File: src/rtl/fpaddLzaPkg.sv
package fpaddLzaPkg;
  localparam int EXP_W  = 8;
  localparam int FRAC_W = 23;
  localparam int MANT_W = FRAC_W + 1;        // hidden one + fraction
  localparam int EXT_W  = MANT_W + 3;        // plus guard, round, sticky
  localparam int LZ_W   = $clog2(EXT_W);
  localparam int WORD_W = 1 + EXP_W + FRAC_W;

  typedef struct packed {
    logic load;   // capture the computed result
  } fpaStrobe_t;
endpackage

File: src/rtl/fpaddLzaAnticipator.sv
// Predicts the leading-one position of x - y (x >= y) from digit patterns.
// Digit d_i = x_i - y_i in {-1,0,+1}; leading one is at the end of the
// first "+1 (-1)*" run, or one place below it.
module fpaddLzaAnticipator #(
  parameter int W    = 27,
  parameter int LZ_W = 5
) (
  input  logic [W-1:0]    x,
  input  logic [W-1:0]    y,
  output logic [LZ_W-1:0] lzPred
);
  logic [W-1:0] gen, kil, eqv, ind;

  assign gen = x & ~y;
  assign kil = ~x & y;
  assign eqv = ~(x ^ y);

  for (genvar i = 0; i < W; i++) begin : gInd
    logic kilBelow, eqAbove;
    if (i == 0) begin : gLo
      assign kilBelow = 1'b0;
    end else begin : gMid
      assign kilBelow = kil[i-1];
    end
    if (i == W - 1) begin : gHi
      assign eqAbove = 1'b1;
    end else begin : gMidHi
      assign eqAbove = eqv[i+1];
    end
    assign ind[i] = ~kilBelow & (gen[i] | (kil[i] & ~eqAbove));
  end

  always_comb begin
    lzPred = '0;
    for (int i = 0; i < W; i++) begin
      if (ind[i]) lzPred = LZ_W'(W - 1 - i);
    end
  end
endmodule

File: src/rtl/fpaddLzaCtrl.sv
module fpaddLzaCtrl
  import fpaddLzaPkg::*;
(
  input  logic       clk,
  input  logic       rst_n,
  input  logic       inValid,
  output fpaStrobe_t strobes,
  output logic       outValid
);
  assign strobes.load = inValid;

  always_ff @(posedge clk or negedge rst_n) begin
    if (!rst_n) outValid <= 1'b0;
    else        outValid <= inValid;
  end
endmodule

File: src/rtl/fpaddLzaDatapath.sv
module fpaddLzaDatapath
  import fpaddLzaPkg::*;
(
  input  logic              clk,
  input  logic              rst_n,
  input  fpaStrobe_t        strobes,
  input  logic [WORD_W-1:0] opA,
  input  logic [WORD_W-1:0] opB,
  input  logic              subOp,
  output logic [WORD_W-1:0] result
);
  localparam int WIDE_W = MANT_W + EXT_W - 1;
  localparam int XE_W   = EXP_W + 2;

  logic              bSign, swap, bigSign, effSub;
  logic [EXP_W-1:0]  bigExp, smlExp, expDiff;
  logic [MANT_W-1:0] bigMant, smlMant;
  logic [WIDE_W-1:0] wideSml;
  logic [EXT_W-1:0]  xAl, yAl, diffVal, preShift, corrected, norm;
  logic [EXT_W:0]    sumVal;
  logic [LZ_W-1:0]   lzPred;
  logic [LZ_W:0]     lzTot;
  logic [XE_W-1:0]   expNorm, expOut;
  logic [MANT_W:0]   rnd;
  logic              roundUp, isZero;
  logic [WORD_W-1:0] nextResult;

  // operand ordering by magnitude
  assign bSign   = opB[WORD_W-1] ^ subOp;
  assign swap    = opB[WORD_W-2:0] > opA[WORD_W-2:0];
  assign bigSign = swap ? bSign : opA[WORD_W-1];
  assign effSub  = opA[WORD_W-1] ^ bSign;
  assign bigExp  = swap ? opB[WORD_W-2 -: EXP_W] : opA[WORD_W-2 -: EXP_W];
  assign smlExp  = swap ? opA[WORD_W-2 -: EXP_W] : opB[WORD_W-2 -: EXP_W];
  assign bigMant = {1'b1, swap ? opB[FRAC_W-1:0] : opA[FRAC_W-1:0]};
  assign smlMant = {1'b1, swap ? opA[FRAC_W-1:0] : opB[FRAC_W-1:0]};
  assign expDiff = bigExp - smlExp;

  // alignment: far shifts collapse into the sticky bit
  always_comb begin
    wideSml = {smlMant, {(EXT_W-1){1'b0}}};
    if (expDiff >= EXP_W'(EXT_W)) wideSml = wideSml >> EXT_W;
    else                         wideSml = wideSml >> expDiff;
  end
  assign xAl = {bigMant, 3'b000};
  assign yAl = {wideSml[WIDE_W-1 -: EXT_W-1], |wideSml[WIDE_W-EXT_W:0]};

  assign sumVal  = {1'b0, xAl} + {1'b0, yAl};
  assign diffVal = xAl - yAl;

  fpaddLzaAnticipator #(.W(EXT_W), .LZ_W(LZ_W)) uLza (
    .x(xAl), .y(yAl), .lzPred(lzPred)
  );

  // one-position fix-up instead of a full count-and-shift
  assign preShift  = diffVal << lzPred;
  assign corrected = preShift[EXT_W-1] ? preShift : (preShift << 1);
  assign lzTot     = {1'b0, lzPred} + (LZ_W+1)'(!preShift[EXT_W-1]);

  always_comb begin
    if (effSub) begin
      norm    = corrected;
      expNorm = XE_W'(bigExp) - XE_W'(lzTot);
    end else if (sumVal[EXT_W]) begin
      norm    = {sumVal[EXT_W:2], |sumVal[1:0]};
      expNorm = XE_W'(bigExp) + XE_W'(1);
    end else begin
      norm    = sumVal[EXT_W-1:0];
      expNorm = XE_W'(bigExp);
    end
  end

  // round to nearest, ties to even
  assign roundUp = norm[2] & (norm[3] | norm[1] | norm[0]);
  assign rnd     = {1'b0, norm[EXT_W-1:3]} + (MANT_W+1)'(roundUp);
  assign expOut  = expNorm + XE_W'(rnd[MANT_W]);
  assign isZero  = effSub && (diffVal == '0);

  always_comb begin
    if (isZero)            nextResult = '0;
    else if (rnd[MANT_W])  nextResult = {bigSign, expOut[EXP_W-1:0], {FRAC_W{1'b0}}};
    else                   nextResult = {bigSign, expOut[EXP_W-1:0], rnd[FRAC_W-1:0]};
  end

  always_ff @(posedge clk or negedge rst_n) begin
    if (!rst_n)            result <= '0;
    else if (strobes.load) result <= nextResult;
  end
endmodule

File: src/rtl/fpaddLza.sv
module fpaddLza
  import fpaddLzaPkg::*;
(
  input  logic        clk,
  input  logic        rst_n,
  input  logic        inValid,
  input  logic [31:0] opA,
  input  logic [31:0] opB,
  input  logic        subOp,
  output logic        outValid,
  output logic [31:0] result
);
  fpaStrobe_t strobes;

  fpaddLzaCtrl uCtrl (
    .clk(clk), .rst_n(rst_n), .inValid(inValid),
    .strobes(strobes), .outValid(outValid)
  );

  fpaddLzaDatapath uDp (
    .clk(clk), .rst_n(rst_n), .strobes(strobes),
    .opA(opA), .opB(opB), .subOp(subOp), .result(result)
  );
endmodule

File: config.mk
export PLATFORM = sky130hd
export DESIGN_NAME = fpaddLza
export DESIGN_NICKNAME = d
export VERILOG_FILES = /design/src/rtl/fpaddLzaPkg.sv /design/src/rtl/fpaddLzaAnticipator.sv /design/src/rtl/fpaddLzaCtrl.sv /design/src/rtl/fpaddLzaDatapath.sv /design/src/rtl/fpaddLza.sv
export SDC_FILE = /design/constraint.sdc
export NUM_CORES = 1
export LEC_CHECK = 0
export BUFFER_PORTS_ARGS = -buffer_cell sky130_fd_sc_hd__buf_4
export CAP_MARGIN = 20
export CORE_MARGIN = 2
export CORE_UTILIZATION = 42
export DETAILED_ROUTE_END_ITERATION = 10
export HOLD_SLACK_MARGIN = 0.03
export PLACE_DENSITY_LB_ADDON = 0.05
export SLEW_MARGIN = 10
export SYNTH_ARGS = -nofsm -noshare
export SYNTH_HDL_FRONTEND = slang
export SYNTH_SLANG_ARGS = --single-unit
File: constraint.sdc
create_clock -name clk -period 0.8 [get_ports clk]
set_input_delay 0.12 -clock clk [delete_from_list [all_inputs] [get_ports clk]]
set_output_delay 0.12 -clock clk [all_outputs]
set_load 0.02 [all_outputs]
==> flow_summary.json <==
{
  "max-cap-violations": 0,
  "grt_remaining_overflow": 0,
  "clock-skew-final_ps": 0,
  "post_synth_instance_area_sq_um": 14430,
  "synthSimpleGateAreaFrac": 0.2644,
  "worst_path_largest_cell_delay_ps": 490,
  "timing.critical_path.fanout_max": 5,
  "die_width_um": 189.3,
  "gp_congestion": 1.037,
  "numCtsBuffers": 5,
  "failed_checks": "DRC, setup timing",
  "wl_per_cell_um": 23.93,
  "total_via_count_in_the_routed_design": 22780,
  "finalSetupTns_ps": -291330,
  "avgViaCountPerCell": 6.427,
  "totalWireLength_mm": 84.81,
  "number_of_global_route_vias_before_repair": 21500,
  "hp-class": "in -> reg",
  "drt_pass1_iterations": 11,
  "critPathCaptureType": "flop",
  "cts-root-to-sink-buffers": 2,
  "reg_clk_slew_reported_paths_ps": 70,
  "tritoncts": "yes",
  "cp_data_arrival_time_ps": 10420,
  "kind_of_start_point_of_the_critical_path": "input pin",
  "final_antenna_net_count": 0,
  "syn_inst": 2081,
  "p_int_uw": 24220,
  "clk-insertion-delay-late_ps": 280,
  "htree_levels": 2,
  "synth-seq-cells": 33,
  "p_switching_uw": 24840,
  "post-layout-total-power_uw": 49060,
  "maxClockFrequency_mhz": 97.92,
  "path_common_cell": "sky130_fd_sc_hd__buf_4",
  "power.share.switching": 0.5064,
  "crit_slowest_cell": "sky130_fd_sc_hd__or4b_4",
  "synth_top_family_by_area": "compound AO/OA/AOI/OAI gates",
  "post_synth.cell_area_avg_sq_um": 6.932,
  "antennaDiodeCount": 0,
  "place_worst_setup_slack_ps": -9676,
  "drcViolationCount": 1,
  "starting_density_of_the_core": 0.4280,
  "grt_max_degree": 81,
  "core_area_sq_um": 33700,
  "synth_compound_gate_area_share": 0.3518,
  "portBuffers": 100,
  "post-route-period-util": 12.77,
  "post_route_cells_drive_above_1_share": 0.4835,
  "synth_fp_nets": 2267,
  "globalRouteTotalUtil": 0.4161,
  "synth_top_cells_by_count": "204 x sky130_fd_sc_hd__nand2_1, 187 x sky130_fd_sc_hd__nor2_1, 145 x sky130_fd_sc_hd__inv_1",
  "num-nets-final": 3281,
  "min_period_ps": 10210,
  "synth_adder_area_share": 0.1039,
  "io_pins": 101,
  "area_growth_pct": 74.79,
  "ctsRootBufferMaster": "sky130_fd_sc_hd__clkbuf_16",
  "dp_hpwl_mm": 61.61,
  "grt_pass1_wl_mm": 117.7,
  "placed_cell_area_sq_um": 22480,
  "synth.mux.area_fraction": 0.09541,
  "row_count": 67,
  "yosys_warnings": 0,
  "postSynth.asyncResetShare": 1.000,
  "powerDensity_nw_per_um2": 1946,
  "final-setup-viol-count": 65,
  "power.ir.vdd_worst_mv": 1.617,
  "top_cells_by_area_in_the_synthesized_netlist": "sky130_fd_sc_hd__ha_1 10%, sky130_fd_sc_hd__dfrtp_1 5.7%, sky130_fd_sc_hd__mux2i_1 5.6%, sky130_fd_sc_hd__nand2_1 5.3%, sky130_fd_sc_hd__a21oi_1 4.9%",
  "synth_largest_area_cell": "sky130_fd_sc_hd__ha_1",
  "floorplan.die_area_sq_um": 35840,
  "hold_viol_final": 0,
  "netlist.area_leader.share": 0.09975,
  "die_height_um": 189.3,
  "fin_util": 0.7482,
  "dr.first_iter.drc_count": 3034,
  "rsz0062_at_grt": "true",
  "synthXorXnorAreaFrac": 0.04536,
  "timing.final.ws_setup_ps": -9412,
  "dominantRegCellSynth": "sky130_fd_sc_hd__dfrtp_1",
  "share_of_synthesized_area_occupied_by_flip_flops_and_latches": 0.05725,
  "timing.critical_path.required_ps": 1000,
  "grt_antenna_before_repair": 0,
  "yosys.cell_count.top_type": "sky130_fd_sc_hd__nand2_1",
  "clock_power_share": 0.050,
  "cellLeakagePower_uw": 0.01197,
  "post-route-cell-area_sq_um": 25210,
  "timing_worst_slew_pin_value_ps": 936.1,
  "comb_power_share": 0.894,
  "synth_unique_cells": 125,
  "timing.slew.headroom": 0.3759,
  "share_seq_of_total_power": 0.056,
  "number_of_synthesized_flops_with_an_enable_pin": 0,
  "cts_sinks": 33,
  "result_of_the_run": "finished, violations left",
  "slew_viol_final": 0,
  "worstSetupPathType": "in -> reg"
}
metrics by stage:
stage          std cells  hold slack (ps)
2_1_floorplan       2081           -175.6
3_3_place_gp        3411            70.84
3_5_place_dp        3411            83.40
4_1_cts             3494            165.4
5_1_grt             3544            206.9
6_report            3544            201.7
cell families (layout without fill, tap and decap cells):
logic type | count (synthesis) | count (layout)
and+or+nand+nor | 752 | 752
AOI/OAI and AO/OA | 717 | 718
buffers and inverters | 269 | 1283
muxes | 119 | 119
adders and majority gates | 118 | 118
xor gates and xnor gates | 73 | 73
DFF | 33 | 33
critical path: cells and delay by family:
kind | cells | cell delay (ps)
AOI/OAI and AO/OA | 23 | 4640
and+or+nand+nor | 13 | 2850
adders and majority gates | 6 | 1280
buffers and inverters | 9 | 980
xor gates and xnor gates | 2 | 270
muxes | 1 | 250
placed cells by master (no fill, tap or decap), types with 16 or more instances in the layout:
master,n
sky130_fd_sc_hd__a211oi_1,40
sky130_fd_sc_hd__a21o_1,30
sky130_fd_sc_hd__a21oi_1,113
sky130_fd_sc_hd__a21oi_2,25
sky130_fd_sc_hd__a22o_1,22
sky130_fd_sc_hd__a31oi_1,20
sky130_fd_sc_hd__and3_1,20
sky130_fd_sc_hd__buf_4,1045
sky130_fd_sc_hd__buf_6,59
sky130_fd_sc_hd__dfrtp_1,33
sky130_fd_sc_hd__ha_1,91
sky130_fd_sc_hd__ha_4,19
sky130_fd_sc_hd__inv_1,130
sky130_fd_sc_hd__mux2_2,22
sky130_fd_sc_hd__mux2i_1,68
sky130_fd_sc_hd__nand2_1,196
sky130_fd_sc_hd__nand2b_1,20
sky130_fd_sc_hd__nand3_1,59
sky130_fd_sc_hd__nand4_1,29
sky130_fd_sc_hd__nor2_1,173
sky130_fd_sc_hd__nor2b_1,17
sky130_fd_sc_hd__nor3_1,40
sky130_fd_sc_hd__nor4_1,16
sky130_fd_sc_hd__o211ai_1,37
sky130_fd_sc_hd__o21ai_0,117
sky130_fd_sc_hd__o21ai_1,21
sky130_fd_sc_hd__or3_1,17
sky130_fd_sc_hd__xnor2_1,47
power by group through the flow:
stage                     Clock, uW  Combinational [uW]  Sequential (uW)
final                          2450               43800             2770
after global routing           2500               45400             2810
after CTS                      2330               39000             2610
after detailed placement          0               35700             2570
after global placement            0               35100             2550
after floorplan                   0               17600             3200
final timing paths:
kind,start,endpoint,slack [ps],depth (start not counted)
worst max-delay path,opA[5],uDp.result[29]$_DFFE_PN0P_,-9410,54
worst min-delay path,inValid,uDp.result[18]$_DFFE_PN0P_,200,3
worst max register to register,uDp.result[15]$_DFFE_PN0P_,uDp.result[15]$_DFFE_PN0P_,-420,2
worst min register to register,uDp.result[30]$_DFFE_PN0P_,uDp.result[30]$_DFFE_PN0P_,540,1
max in group asynchronous,rst_n,uDp.result[9]$_DFFE_PN0P_,100,2
min in group asynchronous,rst_n,uDp.result[4]$_DFFE_PN0P_,340,2
registers in the layout, summed over array words and instances (netlist names):
name,flops
uCtrl.outValid,1
uDp.result,32
what timing repair did:
action / in CTS / in global routing
endpoints found under the hold margin: 34 / 0
gates cloned: 1 / 1
hold buffers: 2 / 0
pin swaps: 74 / 85
resized for setup: 178 / 145
setup buffers: 72 / 50
setup endpoints to repair: 65 / 65
final cells by class:
| cell class | count | area, sq um |
|---|---|---|
| Tap cell | 448 | 560.5 |
| Timing Repair Buffer | 1122 | 8840 |
| Sequential cell | 33 | 825.8 |
| Clock buffer | 6 | 138.9 |
| Inverter | 153 | 624.3 |
| Fill cell | 2436 | 8486 |
| Multi-Input combinational cell | 1780 | 14190 |
| Clock inverter | 2 | 37.54 |
metal layers:
| layer | vias up | global-route usage | share of wire |
|---|---|---|---|
| met5 | - | 0 | 0.00067 |
| met4 | 2 | 0.2615 | 0.096 |
| met3 | 629 | 0.06673 | 0.095 |
| met2 | 1682 | 0.7213 | 0.45 |
| met1 | 10600 | 0.4772 | 0.35 |
| li1 | 9867 | - | - |
Note: power is estimated with default switching activity, not from simulation.
